===== config.mk =====
export PLATFORM = sky130hd
export DESIGN_NAME = dbg_xfer_chains
export DESIGN_NICKNAME = d
export VERILOG_FILES = /design/src/rtl/dbg_xfer_pkg.sv /design/src/rtl/dbg_xfer_sel.sv /design/src/rtl/dbg_xfer_insn.sv /design/src/rtl/dbg_xfer_data.sv /design/src/rtl/dbg_xfer_chains.sv
export SDC_FILE = /design/constraint.sdc
export NUM_CORES = 1
export LEC_CHECK = 0
export BUFFER_PORTS_ARGS = -buffer_cell sky130_fd_sc_hd__buf_2
export CORE_AREA = 2 2 145 147
export CTS_CLUSTER_DIAMETER = 120
export DETAILED_ROUTE_END_ITERATION = 12
export DIE_AREA = 0 0 147 149
export PLACE_DENSITY_LB_ADDON = 0.05
export RECOVER_POWER = 100
export SLEW_MARGIN = 5
export SYNTH_ARGS = -nofsm -noshare
export SYNTH_HDL_FRONTEND = slang
export SYNTH_SLANG_ARGS = --single-unit

===== constraint.sdc =====
create_clock -name clk -period 2.9 [get_ports clk]
set_input_delay 0.145 -clock clk [delete_from_list [all_inputs] [get_ports clk]]
set_output_delay 0.145 -clock clk [all_outputs]
set_load 0.05 [all_outputs]

===== src/rtl/dbg_xfer_pkg.sv =====
package dbg_xfer_pkg;
  // Instruction codes that route scans to the transfer chains
  localparam int CODE_WRITE = 'h00;
  localparam int CODE_READ  = 'h0C;
  localparam int CODE_INSN  = 'h1E;
  // Chain numbers
  localparam int CHAIN_INSN = 4;
  localparam int CHAIN_DATA = 5;

  typedef enum logic [1:0] {
    PATH_NONE,
    PATH_INSN,
    PATH_DATA_WR,
    PATH_DATA_RD
  } path_e;
endpackage


===== src/rtl/dbg_xfer_sel.sv =====
module dbg_xfer_sel
  import dbg_xfer_pkg::*;
#(
  parameter int IR_W  = 5,
  parameter int SEL_W = 5
) (
  input  logic             clk,
  input  logic             rst,
  input  logic [IR_W-1:0]  ir_code,
  input  logic [SEL_W-1:0] chain_sel,
  input  logic             idle_in,
  output path_e            path,
  output logic             issue_req
);
  localparam logic [IR_W-1:0]  K_WR   = IR_W'(CODE_WRITE);
  localparam logic [IR_W-1:0]  K_RD   = IR_W'(CODE_READ);
  localparam logic [IR_W-1:0]  K_INSN = IR_W'(CODE_INSN);
  localparam logic [SEL_W-1:0] K_CI   = SEL_W'(CHAIN_INSN);
  localparam logic [SEL_W-1:0] K_CD   = SEL_W'(CHAIN_DATA);

  logic idle_q;
  logic is_rw;
  logic armed;

  // Previous idle level; reset to 1 so no issue fires right after reset
  always_ff @(posedge clk) begin
    if (rst) idle_q <= 1'b1;
    else     idle_q <= idle_in;
  end

  assign is_rw = (ir_code == K_WR) || (ir_code == K_RD);
  assign armed = (ir_code == K_INSN) ||
                 (is_rw && ((chain_sel == K_CI) || (chain_sel == K_CD)));
  assign issue_req = armed && idle_in && !idle_q;

  always_comb begin
    path = PATH_NONE;
    if (ir_code == K_INSN)                         path = PATH_INSN;
    else if (is_rw && chain_sel == K_CI)           path = PATH_INSN;
    else if (ir_code == K_WR && chain_sel == K_CD) path = PATH_DATA_WR;
    else if (ir_code == K_RD && chain_sel == K_CD) path = PATH_DATA_RD;
  end
endmodule


===== src/rtl/dbg_xfer_insn.sv =====
module dbg_xfer_insn #(
  parameter int WORD_W = 32
) (
  input  logic              clk,
  input  logic              rst,
  input  logic              sel_me,
  input  logic              cap,
  input  logic              sh,
  input  logic              upd,
  input  logic              tdi,
  input  logic              issue_req,
  input  logic              iss_ready,
  input  logic              iss_done,
  output logic              tdo_bit,
  output logic              iss_valid,
  output logic [WORD_W-1:0] iss_instr,
  output logic              done_flag
);
  localparam int LEN = WORD_W + 1;

  logic [LEN-1:0]    sr;
  logic [WORD_W-1:0] loaded;
  logic              start;
  logic              unused_flag_in;

  // An entry while a request is outstanding is dropped
  assign start = issue_req && !iss_valid;

  always_ff @(posedge clk) begin
    if (rst) begin
      sr        <= '0;
      loaded    <= '0;
      iss_instr <= '0;
      iss_valid <= 1'b0;
      done_flag <= 1'b1;
    end else begin
      if (sel_me && cap)     sr <= {done_flag, loaded};
      else if (sel_me && sh) sr <= {tdi, sr[LEN-1:1]};

      if (sel_me && upd) loaded <= sr[WORD_W-1:0];

      if (start) begin
        iss_valid <= 1'b1;
        iss_instr <= loaded;
      end else if (iss_valid && iss_ready) begin
        iss_valid <= 1'b0;
      end

      if (start)         done_flag <= 1'b0;
      else if (iss_done) done_flag <= 1'b1;
    end
  end

  assign tdo_bit        = sr[0];
  assign unused_flag_in = sr[LEN-1];
endmodule


===== src/rtl/dbg_xfer_data.sv =====
module dbg_xfer_data #(
  parameter int WORD_W = 32
) (
  input  logic              clk,
  input  logic              rst,
  input  logic              sel_wr,
  input  logic              sel_rd,
  input  logic              cap,
  input  logic              sh,
  input  logic              upd,
  input  logic              tdi,
  input  logic              done_flag,
  input  logic              h2c_take,
  input  logic              c2h_load,
  input  logic [WORD_W-1:0] c2h_in,
  output logic              tdo_bit,
  output logic [WORD_W-1:0] h2c_data,
  output logic              h2c_full,
  output logic              c2h_full
);
  localparam int LEN = WORD_W + 2;

  logic [LEN-1:0]    sr;
  logic [WORD_W-1:0] c2h_q;
  logic              refused;
  logic              wr_upd;
  logic              sel_any;
  logic [1:0]        unused_hs;

  assign sel_any = sel_wr || sel_rd;
  assign wr_upd  = sel_wr && upd;

  // Shift register: capture builds {nRetry, Ready, word}
  always_ff @(posedge clk) begin
    if (rst) begin
      sr <= '0;
    end else if (sel_wr && cap) begin
      sr <= {~refused, (~h2c_full) & done_flag, h2c_data};
    end else if (sel_rd && cap) begin
      sr <= {1'b1, c2h_full, c2h_q};
    end else if (sel_any && sh) begin
      sr <= {tdi, sr[LEN-1:1]};
    end
  end

  // Host-to-core mailbox
  always_ff @(posedge clk) begin
    if (rst) begin
      h2c_data <= '0;
      h2c_full <= 1'b0;
      refused  <= 1'b0;
    end else begin
      if (wr_upd && !h2c_full) begin
        h2c_data <= sr[WORD_W-1:0];
        h2c_full <= 1'b1;
        refused  <= 1'b0;
      end else begin
        if (wr_upd)   refused  <= 1'b1;
        if (h2c_take) h2c_full <= 1'b0;
      end
    end
  end

  // Core-to-host mailbox
  always_ff @(posedge clk) begin
    if (rst) begin
      c2h_q    <= '0;
      c2h_full <= 1'b0;
    end else if (c2h_load) begin
      c2h_q    <= c2h_in;
      c2h_full <= 1'b1;
    end else if (sel_rd && cap) begin
      c2h_full <= 1'b0;
    end
  end

  assign tdo_bit   = sr[0];
  assign unused_hs = sr[LEN-1:WORD_W];
endmodule


===== src/rtl/dbg_xfer_chains.sv =====
module dbg_xfer_chains
  import dbg_xfer_pkg::*;
#(
  parameter int WORD_W = 32,
  parameter int IR_W   = 5,
  parameter int SEL_W  = 5
) (
  input  logic              clk,
  input  logic              rst,
  input  logic [IR_W-1:0]   ir_code,
  input  logic [SEL_W-1:0]  chain_sel,
  input  logic              capture_dr,
  input  logic              shift_dr,
  input  logic              update_dr,
  input  logic              idle_in,
  input  logic              tdi,
  output logic              tdo,
  output logic              iss_valid,
  input  logic              iss_ready,
  output logic [WORD_W-1:0] iss_instr,
  input  logic              iss_done,
  output logic [WORD_W-1:0] h2c_data,
  output logic              h2c_full,
  input  logic              h2c_take,
  input  logic [WORD_W-1:0] c2h_data,
  input  logic              c2h_load,
  output logic              c2h_full
);
  path_e path;
  logic  issue_req;
  logic  done_flag;
  logic  tdo_insn;
  logic  tdo_data;

  dbg_xfer_sel #(.IR_W(IR_W), .SEL_W(SEL_W)) sel_i (
    .clk       (clk),
    .rst       (rst),
    .ir_code   (ir_code),
    .chain_sel (chain_sel),
    .idle_in   (idle_in),
    .path      (path),
    .issue_req (issue_req)
  );

  dbg_xfer_insn #(.WORD_W(WORD_W)) insn_i (
    .clk       (clk),
    .rst       (rst),
    .sel_me    (path == PATH_INSN),
    .cap       (capture_dr),
    .sh        (shift_dr),
    .upd       (update_dr),
    .tdi       (tdi),
    .issue_req (issue_req),
    .iss_ready (iss_ready),
    .iss_done  (iss_done),
    .tdo_bit   (tdo_insn),
    .iss_valid (iss_valid),
    .iss_instr (iss_instr),
    .done_flag (done_flag)
  );

  dbg_xfer_data #(.WORD_W(WORD_W)) data_i (
    .clk       (clk),
    .rst       (rst),
    .sel_wr    (path == PATH_DATA_WR),
    .sel_rd    (path == PATH_DATA_RD),
    .cap       (capture_dr),
    .sh        (shift_dr),
    .upd       (update_dr),
    .tdi       (tdi),
    .done_flag (done_flag),
    .h2c_take  (h2c_take),
    .c2h_load  (c2h_load),
    .c2h_in    (c2h_data),
    .tdo_bit   (tdo_data),
    .h2c_data  (h2c_data),
    .h2c_full  (h2c_full),
    .c2h_full  (c2h_full)
  );

  always_comb begin
    case (path)
      PATH_INSN:                 tdo = tdo_insn;
      PATH_DATA_WR, PATH_DATA_RD: tdo = tdo_data;
      default:                   tdo = 1'b0;
    endcase
  end
endmodule


==> results of run 1 <==
## cell usage in the layout, fill, tap and decap left out, drive strengths merged, types with 5 or more instances in the layout
| cell type | instances |
|---|---|
| nand4 | 35 |
| dfxtp | 201 |
| o41ai | 7 |
| a32o | 34 |
| nand2 | 189 |
| dlygate4sd3 | 36 |
| mux2i | 65 |
| a32oi | 32 |
| clkbuf | 109 |
| a221oi | 24 |
| o21ai | 36 |
| o311ai | 32 |
| o21a | 5 |
| a21oi | 36 |
| buf | 70 |
| nand2b | 42 |
| inv | 40 |
| a211oi | 7 |
| a2111oi | 32 |
| nor2 | 93 |
## through the flow
stage	cells	hold slack, ns	total power [mW]
after floorplan	1056	0.2516	3.043
after global placement	1364	0.3467	3.151
after detailed placement	1364	0.3515	3.152
after CTS	1441	0.03212	6.432
after global routing	1441	0.05208	6.586
final	1441	0.04589	6.370
## state kept, by name (all words and copies together) (netlist names)
signal,cells
insn_i.iss_valid,1
data_i.refused,1
data_i.c2h_full,1
sel_i.idle_q,1
insn_i.sr,33
data_i.h2c_full,1
insn_i.iss_instr,32
data_i.c2h_q,32
data_i.h2c_data,32
insn_i.done_flag,1
insn_i.loaded,32
data_i.sr,34
## power groups by stage
stage / Sequential (mW) / Combinational, mW / Clock [mW]
finish: 2.81 / 0.318 / 3.24
global route: 2.81 / 0.349 / 3.43
floorplan: 2.86 / 0.178 / 0
detailed placement: 2.87 / 0.284 / 0
global placement: 2.87 / 0.283 / 0
CTS: 2.81 / 0.322 / 3.30
## final timing paths
kind / start / endpoint / slack, ns / depth (start not counted)
setup / recovery: ir_code[1] / tdo / 0.44 / 6
hold / removal: update_dr / data_i.refused / 0.05 / 4
setup reg to reg: insn_i.iss_valid / insn_i.iss_instr[17] / 0.54 / 4
hold reg to reg: data_i.sr[23] / data_i.h2c_data[23] / 0.45 / 2
## worst max-delay path, cell delays in order
cell and delay [ns]:
sky130_fd_sc_hd__clkbuf_1 0.11, sky130_fd_sc_hd__or4b_1 0.59, sky130_fd_sc_hd__or4_1 0.51, sky130_fd_sc_hd__clkbuf_1 0.33, sky130_fd_sc_hd__o32ai_1 0.28, sky130_fd_sc_hd__clkbuf_2 0.35
## per-layer routing
metal	vias up	wire length, um	GRT usage
met1	3895	11480	0.2873
met3	29	870	0.02722
li1	4026	-	-
met5	-	0	0
met2	157	11400	0.3817
met4	0	386	0.04663
## cells by family after synthesis
group / after synthesis / synth area share
mux: 65 / 0.07241
buf+inv: 152 / 0.06768
compound gates: 251 / 0.2174
simple gates: 386 / 0.1937
xor+xnor: 1 / 0.0009750
flops: 201 / 0.4478
## final cells by class
cell class | count | area [um2] | share of cell area
Clock buffer | 34 | 719.4 | 0.06644
Sequential cell | 201 | 4024 | 0.3716
Multi-Input combinational cell | 703 | 4357 | 0.4023
Timing Repair Buffer | 181 | 1084 | 0.1001
Inverter | 40 | 152.6 | 0.01410
Clock inverter | 7 | 148.9 | 0.01375
Tap cell | 275 | 344.1 | 0.03177
==> flow_summary.yaml, run 1 <==
timing:
  min_period_over_period: 0.8485
  slew_headroom: -0.6299
  clock_skew_ns: 0.01048
  final.min_clock_period_ns: 2.461
  final-setup-viol-count: 0
  worstMarginPinSlew_ns: 2.445
  final_number_of_max_transition_violations: 131
  peak_freq_mhz: 406.4
  layout_setup_ws_ns: 0.4393
  timing.final.hold_violations: 0
  finalSetupTns_ns: 0
  rsz_0062_raised_after_global_routing: "no"
global_routing:
  gr_ovfl_total: 0
  via_count_of_the_first_global_routing_pass: 7804
  grt_antenna_before_repair: 0
  grt_pass1_wl_um: 39860
  globalRouteTotalUtil: 0.2169
  grt_start_max_net_pins: 133
placement:
  place.detailed.hpwl_um: 14240
  dp_slack_ns: 0.4481
  placement.io_buffers: 120
  place_congestion: 0.8061
  post_dp_cell_area_um2: 9728
floorplanning:
  std_cell_rows: 53
  die_height_um: 149
  fp.coreArea_um2: 20560
  top_level_ports: 121
  start_util: 0.4371
  dieArea_um2: 21900
  die_width_um: 147
pwr:
  ir_worst_vdd_mv: 0.3810
  clock_network_fraction_of_design_power: 0.509
  switching_power_total_mw: 1.379
  seqPwrFrac: 0.441
  power_per_cell_area_nw_per_um2: 588.2
  switching_share: 0.2164
  power.combinational.fraction: 0.050
  leakage_nw: 3.498
  p_int_mw: 4.991
synthesis:
  synth_largest_type_area_fraction: 0.4478
  edff_count_synth: 0
  synth.most_common_cell: "sky130_fd_sc_hd__dfxtp_1"
  yosysUniqueCellTypes: 46
  synth_async_sr_flop_share: 0
  ys_warn_count: 0
  syn-cell-area_um2: 8985
  dominant_cells_by_area_after_synthesis: "sky130_fd_sc_hd__dfxtp_1, sky130_fd_sc_hd__nand2_1, sky130_fd_sc_hd__mux2i_1"
  synth_fp_nets: 1109
  synthesis.area_per_instance_um2: 8.508
  synth.ff_latch_count: 201
  synth_ff_type: "sky130_fd_sc_hd__dfxtp_1"
  post_synthesis_cell_count: 1056
  yosysSeqAreaShare: 0.4478
  netlist_top_cells_count: "sky130_fd_sc_hd__dfxtp_1, sky130_fd_sc_hd__nand2_1, sky130_fd_sc_hd__clkbuf_1"
  synth_area_leader_cell: "sky130_fd_sc_hd__dfxtp_1"
setup_path:
  start_kind: "input pin"
  criticalPathCategory: "in -> out"
  crit_path_end_kind: "output pin"
  worstPathMaxFanout: 15
  critical_path_required_ns: 2.76
  worst-endpoint-arrival_ns: 2.32
layout:
  filler_cell_count: 1982
  num_antenna_cells: 0
  area_grow_syn2layout_pct: 20.53
  finalCoreUtilization: 0.5268
  stdcell_area_um2: 10830
  num-nets-final: 1204
  drive_gt1_frac: 0.1038
route:
  drt.antenna.violating_nets: 0
  route.detailed.wl_per_inst_um: 16.76
  drc_errors: 0
  detail_route.iter0.violations: 518
  vias: 8107
  detailedRoute.firstPassIterationCount: 5
  post_drt_via_cell_ratio: 5.626
  routed_wirelength_um: 24140
outcome:
  failed_checks: "capacitance limit, slew limit"
  result_of_the_run: "finished with violations"
clock_network:
  hold_buffers_post_cts: 36
  cts.repair_timing.setup_buffer_count: 0
  clock_sinks: 201
  cts_htree_levels: 1
  clock_tree.buffer_depth: 3
  cts_repair_resize_count: 0
  insertion_delay_ns: 0.50
  post_cts_clock_slew_at_the_launch_and_capture_registers_of_the_worst_setup_and_hold_paths_ns: 0.06
  clock-root-buffer: "sky130_fd_sc_hd__clkbuf_16"
  tritoncts_clock_tree: "done"
  cts_inserted_buffers: 24
hold_path:
  timing.hold.worst.class: "in -> reg"
flow_run:
  max_cap_violations: 1
Note: power is estimated with default switching activity, not from simulation.
==> inputs of run 2 (changes only) <==
- clock period: 2.9 -> 2.2 ns (I/O delays scaled with it)
==> run 2 against run 1 <==
  * The run now ends clean
  * First-iteration DRC count decreased by 0.77%
  * Highest routed layer unchanged
  * Critical endpoint unchanged
  * Sequential power increased by 32%
  * Register-to-register slack got worse by 0.30 ns
  * Sequential share of layout area decreased by 0.16 points
  * Combinational power increased by 36%
  * Largest cell class unchanged
==> flow_summary.yaml, run 2 (synthesis results as in run 1) <==
setup_path:
  start_kind: "input pin"
  reg2reg_depth: 5
  regToRegStartpoint: "insn_i.iss_valid"
  cp_slowest_stage_delay_ns: 0.58
  critical-path-slowest-cell: "sky130_fd_sc_hd__or4_1"
  criticalPathCategory: "in -> out"
  crit_path_end_kind: "output pin"
  timing.critical_path.cells: "buf_2 > or4b_1 > or4_1 > buf_4 > o32ai_2 > clkbuf_2"
  worst-endpoint-arrival_ns: 1.98
  worstPathMaxFanout: 3
  critical_path_required_ns: 2.09
  worst-r2r-setup-slack_ns: 0.24
  crit_start: "ir_code[1]"
  r2r_end: "insn_i.done_flag"
  timing.critical_path.to: "tdo"
route:
  route.detailed.wl_per_inst_um: 17.05
  post_drt_via_cell_ratio: 5.599
  detailedRoute.firstPassIterationCount: 4
  dr_wl_met2_um: 11110
  vias: 8141
  routed_wirelength_um: 24780
  drt.antenna.violating_nets: 0
  highest-signal-layer: "met4"
  detail_route.iter0.violations: 514
  wl_met3_um: 1048
  detailed_route_wire_length_on_metal_1_um: 12120
  drc_errors: 0
floorplanning:
  die_width_um: 147
  fp.coreArea_um2: 20560
  dieArea_um2: 21900
  std_cell_rows: 53
  top_level_ports: 121
  start_util: 0.4371
  die_height_um: 149
timing:
  slew_headroom: 0.1393
  worstMarginPinSlew_ns: 1.291
  layout_setup_ws_ns: 0.1136
  finalSetupTns_ns: 0
  final-setup-viol-count: 0
  min_period_over_period: 0.9484
  final.hold.worst_slack_ns: 0.02350
  final.min_clock_period_ns: 2.086
  clock_skew_ns: 0.009114
  rsz_0062_raised_after_global_routing: "no"
  timing.final.hold_violations: 0
  peak_freq_mhz: 479.3
  final_number_of_max_transition_violations: 0
hold_path:
  timing.hold.worst.class: "in -> reg"
pwr:
  power.combinational.fraction: 0.054
  clock_network_fraction_of_design_power: 0.482
  seqPwrFrac: 0.464
  power_per_cell_area_nw_per_um2: 733.5
  switching_share: 0.2272
  ir_worst_vdd_mv: 0.5487
  switching_power_total_mw: 1.813
  p_int_mw: 6.165
  leakage_nw: 3.530
  total_power_mw: 7.978
clock_network:
  cts_repair_resize_count: 0
  clock-root-buffer: "sky130_fd_sc_hd__clkbuf_16"
  cts_inserted_buffers: 23
  insertion_delay_ns: 0.51
  tritoncts_clock_tree: "done"
  cts_htree_levels: 1
  post_cts_clock_slew_at_the_launch_and_capture_registers_of_the_worst_setup_and_hold_paths_ns: 0.06
  clock_tree.buffer_depth: 3
  clock_sinks: 201
  cts.repair_timing.setup_buffer_count: 0
global_routing:
  grt_start_max_net_pins: 98
  grt_antenna_before_repair: 0
  via_count_of_the_first_global_routing_pass: 7701
  globalRouteTotalUtil: 0.2213
  grt_pass1_wl_um: 40320
  gr_ovfl_total: 0
layout:
  fin_cells: 1454
  largest_reg_flops: 34
  top_register: "data_i.sr"
  filler_cell_count: 2024
  drive_gt1_frac: 0.1128
  layout.cells.most_common: "sky130_fd_sc_hd__dfxtp_1"
  num_antenna_cells: 0
  area_grow_syn2layout_pct: 21.06
  num-nets-final: 1217
  layout_top_registers: "data_i.sr: 34 flops, insn_i.sr: 33 flops"
  layout.cells.most_common_list: "sky130_fd_sc_hd__dfxtp_1, sky130_fd_sc_hd__nand2_1, sky130_fd_sc_hd__nor2_1, sky130_fd_sc_hd__clkbuf_1, sky130_fd_sc_hd__mux2i_1"
placement:
  place_congestion: 0.7518
  dp_slack_ns: -0.04919
  placement.io_buffers: 120
  dp.cells: 1378
  place.detailed.hpwl_um: 14740
flow_run:
  max_cap_violations: 0
outcome:
  result_of_the_run: "finished clean"
==> run 2: cell types whose count changed in the layout (fill, tap and decap cells not counted), moves of 2 or more <==
cell,before,now
sky130_fd_sc_hd__bufinv_16,4,2
sky130_fd_sc_hd__buf_2,50,52
sky130_fd_sc_hd__clkinv_2,1,4
sky130_fd_sc_hd__clkbuf_2,3,5
sky130_fd_sc_hd__buf_4,17,21
sky130_fd_sc_hd__buf_12,3,8
sky130_fd_sc_hd__clkbuf_16,25,23
==> run 2: per-layer routing <==
layer	GRT usage	vias to the layer above
met1	0.3185	3871
li1	-	4054
met2	0.3493	178
met4	0.05769	0
met3	0.03333	38
met5	0	-
==> run 2: final cells by class <==
cell class	instances	area, um2	share of cell area
clock buffer	32	659.4	0.06062
timing repair buffer	195	1241	0.1141
tap	275	344.1	0.03163
clock inverter	8	96.34	0.008858
sequential	201	4024	0.3700
multi-input combinational	703	4359	0.4008
inverter	40	152.6	0.01403
==> run 2: worst min-delay path by stage <==
stage               startpoint  slack, ns        endpoint  depth (start not counted)
finish               update_dr       0.02  data_i.refused                          4
global route         update_dr       0.02  data_i.refused                          4
CTS                  update_dr      0.003  data_i.refused                          4
detailed placement     idle_in       0.32    sel_i.idle_q                          2
global placement       idle_in       0.32    sel_i.idle_q                          2
floorplan              idle_in       0.22    sel_i.idle_q                          1
==> run 2: worst max-delay path: cells and delay by family <==
family	cells	cell delay, ns
buffers and inverters	3	0.60
and+or+nand+nor	2	1.15
AOI/OAI and AO/OA	1	0.12
==> run 2: repair_timing <==
item,in CTS,in global routing
setup endpoints to repair,0,0
hold buffers,36,0
hold endpoints to repair,36,0
==> run 2: stage by stage <==
step	cell area [um2]	util
after global routing	10880	0.5291
after detailed placement	9941	0.4836
after global placement	9941	0.4836
after floorplan	8992	-
final	10880	0.5291
after CTS	11060	0.5379
==> run 2: power by group through the flow <==
stage	clock, mW	sequential (mW)	combinational (mW)
after global placement	0	3.78	0.387
final	3.85	3.70	0.431
after CTS	3.95	3.70	0.437
after floorplan	0	3.78	0.235
after detailed placement	0	3.78	0.387
after global routing	4.10	3.70	0.469
==> inputs of run 3 (changes only) <==
- CORE_AREA: 2 2 145 147 -> 2 2 193 195
- CTS_CLUSTER_SIZE: default -> 12
- DIE_AREA: 0 0 147 149 -> 0 0 195 197
==> run 3 against run 2 <==
  * The run now ends with capacitance limit left
  * Critical path type unchanged
  * Largest power group is now registers
  * Fmax rose by 1.3%
  * Die area rose by 75%
  * Sequential cell count did not move
  * Utilization fell by 22 points
  * Sequential power barely moved
  * Largest cell class unchanged
  * Count of clock-buffer cells in the layout fell by 11
  * Total power fell by 8.4%
==> flow_summary.yaml, run 3 (synthesis results as in run 1) <==
layout:
  largest_reg_flops: 34
  fin_cells: 1636
  layout.cells.most_common: "sky130_fd_sc_hd__dfxtp_1"
  layout_top_registers: "data_i.sr: 34 flops, insn_i.sr: 33 flops"
  area_grow_syn2layout_pct: 22.80
  layout.cells.most_common_list: "sky130_fd_sc_hd__dfxtp_1, sky130_fd_sc_hd__nand2_1, sky130_fd_sc_hd__nor2_1, sky130_fd_sc_hd__clkbuf_1, sky130_fd_sc_hd__mux2i_1"
  filler_cell_count: 3965
  num-nets-final: 1221
  num_antenna_cells: 0
  drive_gt1_frac: 0.1062
  stdcell_area_um2: 11030
  top_register: "data_i.sr"
clock_network:
  clock_tree.buffer_depth: 3
  cts_repair_resize_count: 0
  clock_sinks: 201
  post_cts_clock_slew_at_the_launch_and_capture_registers_of_the_worst_setup_and_hold_paths_ns: 0.07
  cts_inserted_buffers: 20
  insertion_delay_ns: 0.51
  tritoncts_clock_tree: "done"
  clock-root-buffer: "sky130_fd_sc_hd__clkbuf_16"
  cts_htree_levels: 1
route:
  route.detailed.wl_per_inst_um: 18.27
  vias: 8182
  drt.antenna.violating_nets: 0
  drc_errors: 0
  detail_route.iter0.violations: 345
  routed_wirelength_um: 29890
  post_drt_via_cell_ratio: 5.001
  detailedRoute.firstPassIterationCount: 7
setup_path:
  timing.critical_path.cells: "buf_2 > or4b_4 > or4_1 > buf_4 > o32ai_2 > clkbuf_2"
  critical-path-slowest-cell: "sky130_fd_sc_hd__or4_1"
  worstPathMaxFanout: 4
  cp_slowest_stage_delay_ns: 0.55
  critical_path_required_ns: 2.09
  start_kind: "input pin"
  regToRegStartpoint: "insn_i.iss_valid"
  criticalPathCategory: "in -> out"
  crit_path_end_kind: "output pin"
  worst-endpoint-arrival_ns: 1.95
  crit_start: "ir_code[1]"
placement:
  place.detailed.hpwl_um: 18130
  placement.io_buffers: 120
  dp.cells: 1577
  post_dp_cell_area_um2: 10320
  place_congestion: 0.7463
floorplanning:
  start_util: 0.2478
  dieArea_um2: 38420
  std_cell_rows: 70
  fp.coreArea_um2: 36260
  die_height_um: 197
  die_width_um: 195
  top_level_ports: 121
global_routing:
  grt_pass1_wl_um: 47340
  grt_start_max_net_pins: 98
  grt_antenna_before_repair: 1
  via_count_of_the_first_global_routing_pass: 8002
  globalRouteTotalUtil: 0.1534
  gr_ovfl_total: 0
pwr:
  ir_worst_vdd_mv: 0.4136
  total_power_mw: 7.304
  leakage_nw: 3.498
  power_per_cell_area_nw_per_um2: 662.0
timing:
  min_period_over_period: 0.9358
  worstMarginPinSlew_ns: 1.495
  final-setup-viol-count: 0
  peak_freq_mhz: 485.7
  final.hold.worst_slack_ns: 0.07277
  finalSetupTns_ns: 0
  rsz_0062_raised_after_global_routing: "no"
  clock_skew_ns: 0.01540
  slew_headroom: 0.003472
  timing.final.hold_violations: 0
  final_number_of_max_transition_violations: 0
  final.min_clock_period_ns: 2.059
outcome:
  result_of_the_run: "finished with violations"
  failed_checks: "capacitance limit"
hold_path:
  worstHoldStart: "tdi"
  timing.hold.worst.class: "in -> reg"
flow_run:
  max_cap_violations: 1
-- run 3: cell count changes in the layout (fill, tap and decap cells not counted), moves of 3 or more --
cell	delta
sky130_fd_sc_hd__buf_12	+6
sky130_fd_sc_hd__clkinv_2	-3
sky130_fd_sc_hd__buf_2	-3
sky130_fd_sc_hd__clkbuf_8	-5
sky130_fd_sc_hd__clkbuf_1	-3
-- run 3: stage by stage --
stage          setup slack [ns]  utilization
5_1_grt                 0.07376       0.3043
4_1_cts                  0.1405       0.3095
3_5_place_dp           -0.08391       0.2846
2_1_floorplan           0.02372            -
6_report                 0.1412       0.3043
3_3_place_gp           -0.03559       0.2846
-- run 3: worst paths after layout --
path | slack (ns) | endpoint | cells after the start
setup / recovery | 0.14 | tdo | 6
hold / removal | 0.07 | data_i.sr[33] | 4
setup reg to reg | 0.25 | insn_i.iss_instr[11] | 4
hold reg to reg | 0.46 | data_i.h2c_data[16] | 2
-- run 3: what timing repair did --
item / CTS / global route
hold buffers: 37 / 0
buffers inserted: 0 / 0
hold endpoints to repair: 37 / 0
-- run 3: area by class of cell --
cell class	instances	area (um2)	area share
Clock buffer	21	525.5	0.04763
Clock inverter	1	5.005	0.0004536
Inverter	40	152.6	0.01384
Multi-Input combinational cell	703	4365	0.3957
Sequential cell	201	4024	0.3647
Tap cell	468	585.6	0.05307
Timing Repair Buffer	202	1375	0.1246
-- run 3: worst max-delay path, delay by kind of cell --
kind	cells	cell delay [ns]
AOI/OAI and AO/OA	1	0.13
buffers and inverters	3	0.62
and+or+nand+nor	2	1.09
-- run 3: routing by layer --
| layer | GRT usage | share of wire |
|---|---|---|
| met1 | 0.2211 | 0.51 |
| met4 | 0.02969 | 0.013 |
| met3 | 0.02481 | 0.044 |
| met5 | 0 | 0 |
| met2 | 0.2417 | 0.43 |
-- run 3: power breakdown --
group	total, mW	switching (mW)	internal, mW
clock	3.14	1.46	1.68
sequential	3.70	0.0243	3.68
combinational	0.467	0.286	0.181
total	7.30	1.77	5.54
